<file path="src/rtl/rtc_trim_pkg.sv">
package rtc_trim_pkg;
    // Length chosen for the second currently being counted
    typedef enum logic [1:0] {
        LEN_NOMINAL = 2'd0,
        LEN_LONG    = 2'd1,
        LEN_SHORT   = 2'd2
    } len_sel_e;
endpackage

</file>
<file path="src/rtl/rtc_raw_div.sv">
module rtc_raw_div #(
    parameter int T32_DIV    = 1024,
    parameter int FTEST_HALF = 32
) (
    input  logic clk,
    input  logic rst_n,
    input  logic tick_en,
    input  logic ftest_en,
    output logic ftest_wave,
    output logic tick32
);
    localparam int RAW_W    = $clog2(T32_DIV);
    localparam int HALF_BIT = $clog2(FTEST_HALF);

    typedef struct packed {
        logic [RAW_W-1:0] cnt;
        logic             wave;
        logic             t32;
    } raw_st_t;

    raw_st_t st_d, st_q;

    always_comb begin
        st_d     = st_q;
        st_d.t32 = 1'b0;
        if (tick_en) begin
            if (st_q.cnt == RAW_W'(T32_DIV - 1)) begin
                st_d.cnt = '0;
                st_d.t32 = 1'b1;
            end else begin
                st_d.cnt = st_q.cnt + 1'b1;
            end
        end
        st_d.wave = ftest_en & st_d.cnt[HALF_BIT];
    end

    always_ff @(posedge clk) begin
        if (!rst_n) st_q <= '0;
        else        st_q <= st_d;
    end

    assign ftest_wave = st_q.wave;
    assign tick32     = st_q.t32;

    // with no tick and a steady enable the wave does not move
    p_wave_steady_r7: assert property (@(posedge clk) disable iff (!rst_n)
        (!tick_en && $stable(ftest_en)) |=> $stable(ftest_wave));

    // the 32 Hz pulse is never two cycles wide
    p_t32_single_r8: assert property (@(posedge clk) disable iff (!rst_n)
        tick32 |=> !tick32);
endmodule

</file>
<file path="src/rtl/rtc_sec_div.sv">
module rtc_sec_div
    import rtc_trim_pkg::*;
#(
    parameter int BASE_DIV   = 32768,
    parameter int LONG_EXTRA = 128,
    parameter int SHORT_CUT  = 256
) (
    input  logic     clk,
    input  logic     rst_n,
    input  logic     tick_en,
    input  len_sel_e len_sel,
    output logic     sec_wrap
);
    localparam int CNT_W    = $clog2(BASE_DIV + LONG_EXTRA);
    localparam int LAST_MAX = BASE_DIV + LONG_EXTRA - 1;

    logic [CNT_W-1:0] cnt_d, cnt_q;
    logic [CNT_W-1:0] last_val;

    always_comb begin
        unique case (len_sel)
            LEN_LONG:  last_val = CNT_W'(BASE_DIV + LONG_EXTRA - 1);
            LEN_SHORT: last_val = CNT_W'(BASE_DIV - SHORT_CUT - 1);
            default:   last_val = CNT_W'(BASE_DIV - 1);
        endcase
        sec_wrap = tick_en && (cnt_q == last_val);
        cnt_d    = cnt_q;
        if (tick_en) cnt_d = sec_wrap ? '0 : cnt_q + 1'b1;
    end

    always_ff @(posedge clk) begin
        if (!rst_n) cnt_q <= '0;
        else        cnt_q <= cnt_d;
    end

    // the count never passes the longest allowed second
    p_cnt_bound_r3: assert property (@(posedge clk) disable iff (!rst_n)
        cnt_q <= CNT_W'(LAST_MAX));

    // the selected length only changes across a second boundary
    p_len_steady_r6: assert property (@(posedge clk) disable iff (!rst_n)
        !sec_wrap |=> $stable(len_sel));
endmodule

</file>
<file path="src/rtl/rtc_cal_cycle.sv">
module rtc_cal_cycle
    import rtc_trim_pkg::*;
#(
    parameter int SEC_PER_MIN = 60,
    parameter int CAL_W       = 5
) (
    input  logic             clk,
    input  logic             rst_n,
    input  logic             sec_wrap,
    input  logic [CAL_W-1:0] cal_mag,
    input  logic             cal_pos,
    output len_sel_e         len_sel,
    output logic             min_wrap
);
    localparam int SIDX_W = ($clog2(SEC_PER_MIN) < 1) ? 1 : $clog2(SEC_PER_MIN);
    localparam int MIDX_W = CAL_W + 1;

    typedef struct packed {
        logic [SIDX_W-1:0] sec_idx;
        logic [MIDX_W-1:0] min_idx;
        logic [CAL_W-1:0]  mag;
        logic              pos;
    } cyc_st_t;

    cyc_st_t st_d, st_q;

    always_comb begin
        st_d     = st_q;
        min_wrap = sec_wrap && (st_q.sec_idx == SIDX_W'(SEC_PER_MIN - 1));
        if (sec_wrap) begin
            if (min_wrap) begin
                st_d.sec_idx = '0;
                st_d.min_idx = st_q.min_idx + 1'b1;
                st_d.mag     = cal_mag;
                st_d.pos     = cal_pos;
            end else begin
                st_d.sec_idx = st_q.sec_idx + 1'b1;
            end
        end
        len_sel = LEN_NOMINAL;
        if ((st_q.sec_idx == '0) && (st_q.min_idx < {st_q.mag, 1'b0}))
            len_sel = st_q.pos ? LEN_SHORT : LEN_LONG;
    end

    always_ff @(posedge clk) begin
        if (!rst_n) st_q <= '0;
        else        st_q <= st_d;
    end

    // the latched trim holds for the whole minute
    p_cal_hold_r6: assert property (@(posedge clk) disable iff (!rst_n)
        !min_wrap |=> ($stable(st_q.mag) && $stable(st_q.pos)));

    // the minute index moves only at a minute boundary
    p_min_hold_r5: assert property (@(posedge clk) disable iff (!rst_n)
        !min_wrap |=> $stable(st_q.min_idx));
endmodule

</file>
<file path="src/rtl/rtc_trim_prescaler.sv">
module rtc_trim_prescaler
    import rtc_trim_pkg::*;
#(
    parameter int BASE_DIV    = 32768,
    parameter int LONG_EXTRA  = 128,
    parameter int SHORT_CUT   = 256,
    parameter int SEC_PER_MIN = 60,
    parameter int CAL_W       = 5,
    parameter int FTEST_HALF  = 32,
    parameter int T32_DIV     = 1024
) (
    input  logic             clk,
    input  logic             rst_n,
    input  logic             osc_tick,
    input  logic             osc_stop,
    input  logic [CAL_W-1:0] cal_mag,
    input  logic             cal_pos,
    input  logic             ftest_en,
    output logic             sec_tick,
    output logic             min_tick,
    output logic             ftest_wave,
    output logic             tick32
);
    typedef struct packed {
        logic sec;
        logic min;
    } out_st_t;

    out_st_t  out_d, out_q;
    logic     eff_tick;
    logic     sec_wrap;
    logic     min_wrap;
    len_sel_e len_sel;

    assign eff_tick = osc_tick & ~osc_stop;

    rtc_raw_div #(
        .T32_DIV    (T32_DIV),
        .FTEST_HALF (FTEST_HALF)
    ) u_raw (
        .clk        (clk),
        .rst_n      (rst_n),
        .tick_en    (eff_tick),
        .ftest_en   (ftest_en),
        .ftest_wave (ftest_wave),
        .tick32     (tick32)
    );

    rtc_sec_div #(
        .BASE_DIV   (BASE_DIV),
        .LONG_EXTRA (LONG_EXTRA),
        .SHORT_CUT  (SHORT_CUT)
    ) u_sec (
        .clk      (clk),
        .rst_n    (rst_n),
        .tick_en  (eff_tick),
        .len_sel  (len_sel),
        .sec_wrap (sec_wrap)
    );

    rtc_cal_cycle #(
        .SEC_PER_MIN (SEC_PER_MIN),
        .CAL_W       (CAL_W)
    ) u_cyc (
        .clk      (clk),
        .rst_n    (rst_n),
        .sec_wrap (sec_wrap),
        .cal_mag  (cal_mag),
        .cal_pos  (cal_pos),
        .len_sel  (len_sel),
        .min_wrap (min_wrap)
    );

    always_comb begin
        out_d.sec = sec_wrap;
        out_d.min = min_wrap;
    end

    always_ff @(posedge clk) begin
        if (!rst_n) out_q <= '0;
        else        out_q <= out_d;
    end

    assign sec_tick = out_q.sec;
    assign min_tick = out_q.min;

    // a minute marker always comes with a second pulse
    p_min_with_sec_r2: assert property (@(posedge clk) disable iff (!rst_n)
        min_tick |-> sec_tick);

    // a stopped oscillator yields no pulses
    p_stop_quiet_r9: assert property (@(posedge clk) disable iff (!rst_n)
        osc_stop |=> (!sec_tick && !min_tick && !tick32));
endmodule

</file>
<file path="config.mk">
export PLATFORM = sky130hd
export DESIGN_NAME = rtc_trim_prescaler
export DESIGN_NICKNAME = d
export VERILOG_FILES = /design/src/rtl/rtc_trim_pkg.sv /design/src/rtl/rtc_raw_div.sv /design/src/rtl/rtc_sec_div.sv /design/src/rtl/rtc_cal_cycle.sv /design/src/rtl/rtc_trim_prescaler.sv
export SDC_FILE = /design/constraint.sdc
export NUM_CORES = 1
export LEC_CHECK = 0
export BUFFER_PORTS_ARGS = -buffer_cell sky130_fd_sc_hd__buf_2
export CAP_MARGIN = 20
export CORE_MARGIN = 1.5
export CORE_UTILIZATION = 50
export CTS_CLUSTER_DIAMETER = 40
export DETAILED_ROUTE_END_ITERATION = 10
export PLACE_DENSITY = 0.78
export SYNTH_ARGS = -nofsm -noshare
export SYNTH_HDL_FRONTEND = slang
export SYNTH_HIERARCHICAL = 1
export SYNTH_SLANG_ARGS = --single-unit
</file>
<file path="constraint.sdc">
create_clock -name clk -period 3.7 [get_ports clk]
set_input_delay 0.555 -clock clk [delete_from_list [all_inputs] [get_ports clk]]
set_output_delay 0.555 -clock clk [all_outputs]
set_load 0.1 [all_outputs]
</file>
# Yosys cells after proc, flatten, opt, wreduce, memory -nomap -nowiden
# Cells that the tools add are included.
# word_totals
word_cells	38
reg_bits	48
input_bits	11
out_inout_bits	4
# op_classes
n_lt_le_gt_ge	1
n_bitwise	3
eq_ne	5
muxes	8
n_addsub	4
n_reduce_logical	6
# op_table
operator	n
16-bit case mux with 2 select lines	1
16-bit by 1-bit adder with 16-bit output (second input constant)	1
16-bit equality test	1
16-bit two-way mux	1
6-bit by 1-bit adder with 6-bit output (second input constant)	2
6-bit two-way mux	2
10-bit by 1-bit adder with 10-bit output (second input constant)	1
10-bit equality test (second input constant)	1
10-bit two-way mux	1
6-bit equality test (second input constant)	1
6-bit logical NOT	1
6-bit < comparator	1
2-bit two-way mux	2
2-bit AND reduction	2
1-bit logical AND	3
1-bit bitwise AND	2
2-bit by 1-bit equality test with 1-bit output (second input constant)	1
2-bit equality test (second input constant)	1
1-bit two-way mux	1
1-bit NOT	1

# Longest topological paths before layout
# depth
word_depth	9
depth_mapped	14
ltp_nobuf	13

# Cells and area by module
# Netlist, hierarchy kept.
# by_module_without_submodules
module	area_per_inst_um2	cells_per_inst	instances	seq_area_each_um2
rtc_cal_cycle	943.4	112	1	360.3
rtc_sec_div	848.3	95	1	320.3
rtc_raw_div	543.0	63	1	240.2
rtc_trim_prescaler	66.3	5	1	40.0

# Least setup slack after synthesis
# OpenSTA, ideal clock, no wires.
# synth_timing
path_type	flip-flop to flip-flop
from	reg u_cyc/st_q[5] (netlist name)
to	reg u_cyc/st_q[10] (netlist name)
t_arrival_ps	3673
n_path_buf	0
stages_incl_launch_ff	13
slack_ps	-44
period_less_slack_ps	3744
setup_time_ps	70
path_cell_list	dfxtp_1 -> inv_1 -> ha_1 -> a211oi_1 -> nand2_1 -> a211oi_1 -> ha_1 -> nor4b_1 -> a31oi_1 -> nor4_1 -> nand3_4 -> or4_1 -> a21oi_1
# synth_via
elab_chain_cells	9
elab_cells_between_ends	10
cone_classes	order compare (1); eq/ne (3); mux (2); reduce/logical (4)
# synth_rtl
item	line_no	text
from (decl)	rtc_cal_cycle.sv:25	cyc_st_t st_d, st_q;
from (signal assigned)	rtc_cal_cycle.sv:47	else st_q <= st_d;
6-bit < comparator *	rtc_cal_cycle.sv:41	if ((st_q.sec_idx == '0) && (st_q.min_idx < {st_q.mag, 1'b0}))
1-bit logical AND *	rtc_cal_cycle.sv:41	
2-bit two-way mux *	rtc_cal_cycle.sv:41	
named net len_sel[0]	rtc_trim_prescaler.sv:33	len_sel_e len_sel;
2-bit equality test / 2-bit by 1-bit equality test with 1-bit output (equally long branches)	rtc_sec_div.sv:21	unique case (len_sel)
16-bit case mux with 2 select lines *	rtc_sec_div.sv:21	
16-bit equality test *	rtc_sec_div.sv:26	sec_wrap = tick_en && (cnt_q == last_val);
1-bit logical AND *	rtc_sec_div.sv:26	
named net sec_wrap	rtc_trim_prescaler.sv:31	logic sec_wrap;
1-bit logical AND	rtc_cal_cycle.sv:29	min_wrap = sec_wrap && (st_q.sec_idx == SIDX_W'(SEC_PER_MIN - 1));
2-bit AND reduction (no source line) *	n/a	
# The timed path passes the listed nets; every way through them passes the cells marked *.
# A chain may end at the register's enable or synchronous reset.

# Final worst setup path
# layout_timing
from	reg u_cyc/st_q[5] (netlist name)
to	reg u_cyc/st_q[9] (netlist name)
# The elaborated chain is that of the path after synthesis.

==> results.md <==
- Area added between synthesis and finish: 9.43%
- CP most frequent cell: ha_1
- CORE AREA: 4660 um^2
- Least-Margin Pin Slew: about 0.8 ns
- Bufs on Longest Clock Path: 2
- Count of different cell masters after synthesis: 47
- Antenna violations before repair: 0
- Routed Antenna Nets: 0
- Number of placement rows: 25
- Post-synthesis average cell area: 8.73 um^2
- Synth top area cells: dfxtp_1 (40%), ha_1 (5.2%), nand3_1 (4.8%)
- Ys Warns: 6
- Initial Util: 0.515
- Total CTS buffers: 5
- Clock Root Buffer: clkbuf_8
- Most frequent cells in the layout: dfxtp_1 (48), nor2_1 (27), nand3_1 (23), a21oi_1 (18)
- Synth top area share: 0.400
- Setup violators final: 0
- DR pass1 iterations: 7
- Ant. Diodes: 0
- First-pass GRT wire length: ~8100 um
- Number of global-route vias before repair: 1834
- Final min period: roughly 3.4 ns
- Vias/cell: ~5.8
- Fmax achieved: a little under 300 MHz
- WL/cell: 13.9 um
- Cell taking the most area after synthesis: dfxtp_1
- CP peak stage delay: 0.55 ns
- Mapped Area: 2400 um^2
- Peak supply drop: between 200 and 250 uV
- Port buffer count: 14
- Pwr/cell area: 335 nW/um^2
- Failing checks: design-rule violations
- Post-DP HPWL: roughly 3200 um
- CP max-delay cell: or4_1
- DIE WIDTH: 72.3 um
- Outcome: complete, but fails checks
- Startpoint types: flip-flop
- Post-Syn Instances: 275
- Final net count: 310
- Post-CTS Hold Fix Bufs: 0
- Leakage power: 0.943 nW
- Worst-path fanout max: 17
- Hold Path Class: input pin to flip-flop
- Post-synthesis sequential area ratio: 0.400
- Global router's overall resource usage: 0.195
- CTS clk-pin slew, worst paths: ~0.09 ns
- WP data arrival: around 3.6 ns
- Share of the clock period used by the worst path: 0.909
- Congestion Overflow GR: 0
- Setup TNS: 0 ns
- Pins Over Slew Limit: 0
- Max Cap Viol: 0
- WL final: approximately 4800 um
- RSZ-0062 raised after global routing: false
- #FFs+latches synth: 48
- Worst-path cell chain: inv_1, ha_1, a211oi_2, nand2_1, a211oi_1, ha_1, nor4b_2, a31oi_1, nor4_2, buf_4, nand3_4, or4_1, a21oi_1
- IO Pins: 15
- Clock Latency Late Sink: around 0.30 ns
- Htree depth: 2
- Die H: about 72 um
- Layout cells sized above 1: 0.138
- Vias: about 2000
- Clock skew: between 0.005 and 0.006 ns
- # clock sinks: between 40 and 50
- Routability Congestion: between 0.8 and 0.9
- Endpoint type of the worst setup path: flip-flop
- Fill cells: 430
- DRC: 1
- Number of DRC markers in iteration 0: between 60 and 70
- Final Hold Violating Endpoints: 0
- Design Power: 0.879 mW
- Total die area: roughly 5200 um^2
- Syn Nets: 296
- Most common cell after layout, fill and taps aside: dfxtp_1
- Worst Path Required: 3.93 ns
- Largest net degree at the start of global routing: 20
- CTS tree: yes
- Slew headroom: 0.473
- Class of the most critical setup path: flip-flop to flip-flop
[final timing paths]
check,start,endpoint,slack (ns),depth (start not counted)
hold reg to reg,u_cyc/st_q[2],u_cyc/st_q[2],0.48,2
setup / recovery,u_cyc/st_q[5],u_cyc/st_q[9],0.34,13
setup reg to reg,u_cyc/st_q[5],u_cyc/st_q[9],0.34,13
hold / removal,ftest_en,u_raw/ftest_wave,0.46,3
[flip-flops by register name, indices dropped and copies added, names as in the netlist]
register / count
u_raw/tick32: 1
u_raw/st_q: 10
sec_tick: 1
u_raw/ftest_wave: 1
min_tick: 1
u_sec/cnt_q: 16
u_cyc/st_q: 18
[cell type report]
class | instances | area [um^2] | share of cell area
multi-input combinational | 205 | 1370 | 0.522
inverter | 14 | 52.6 | 0.0200
tap | 54 | 67.6 | 0.0257
timing repair buffer | 15 | 77.6 | 0.0295
clock inverter | 2 | 13.8 | 0.00524
clock buffer | 6 | 82.6 | 0.0314
sequential | 48 | 961 | 0.366
[metrics by stage]
step | area [um^2] | util | std cells | worst slack (ns) | hold slack (ns)
2_1_floorplan | 2410 | - | 275 | 0.308 | 0.450
3_3_place_gp | 2510 | 0.539 | 336 | 0.399 | 0.463
3_5_place_dp | 2510 | 0.539 | 336 | 0.302 | 0.469
4_1_cts | 2610 | 0.560 | 344 | 0.240 | 0.444
5_1_grt | 2630 | 0.564 | 344 | 0.0824 | 0.450
6_report | 2630 | 0.564 | 344 | 0.336 | 0.457
[power breakdown]
| part | internal, mW | switching (mW) | leakage (nW) |
|---|---|---|---|
| combinational | 0.0111 | 0.0181 | 0.504 |
| sequential | 0.519 | 0.00330 | 0.387 |
| clock | 0.153 | 0.175 | 0.0516 |
[what timing repair did]
action | in CTS | in global routing
gates resized for setup | 0 | 3
endpoints found under the setup margin | 0 | 4
setup buffers | 0 | 0
[cells in the mapped netlist (all sizes together)]
cell	count
o31ai	3
xnor2	9
nand3	25
or4	4
nand4	7
mux2i	4
nor2	27
o211ai	1
a21oi	19
dfxtp	48
o21ai	19
nand2	17
xor2	10
a31oi	3
a211o	1
o221a	1
clkbuf	5
and3b	2
nor4	4
nor4b	3
and3	4
or3	6
o41ai	1
and2	2
a21boi	1
ha	10
nor3	3
a211oi	2
buf	3
nand2b	5
nor2b	1
o211a	1
and4	3
nand4b	1
inv	14
a2bb2oi	1
nand3b	5
[kinds of logic after synthesis]
family,share of synthesized area
compound gates,0.138
flops,0.400
mux,0.0167
fa+ha+maj,0.0521
simple gates,0.286
buf+inv,0.0380
xor+xnor,0.0693
[metal layers]
metal	global-route usage	up-vias	share of wire
met1	0.244	957	0.47
met5	0	-	0
met2	0.336	33	0.49
met3	0.0417	5	0.031
met4	0.0629	0	0.0071
li1	-	1012	-
[worst max-delay path, delay by kind of cell, from the launching register on]
family | cells | cell delay, ns
flops | 1 | 0.33
fa+ha+maj | 2 | 0.55
simple gates | 5 | 1.30
compound gates | 4 | 0.85
buf+inv | 2 | 0.26
Note: power is estimated with default switching activity, not from simulation.
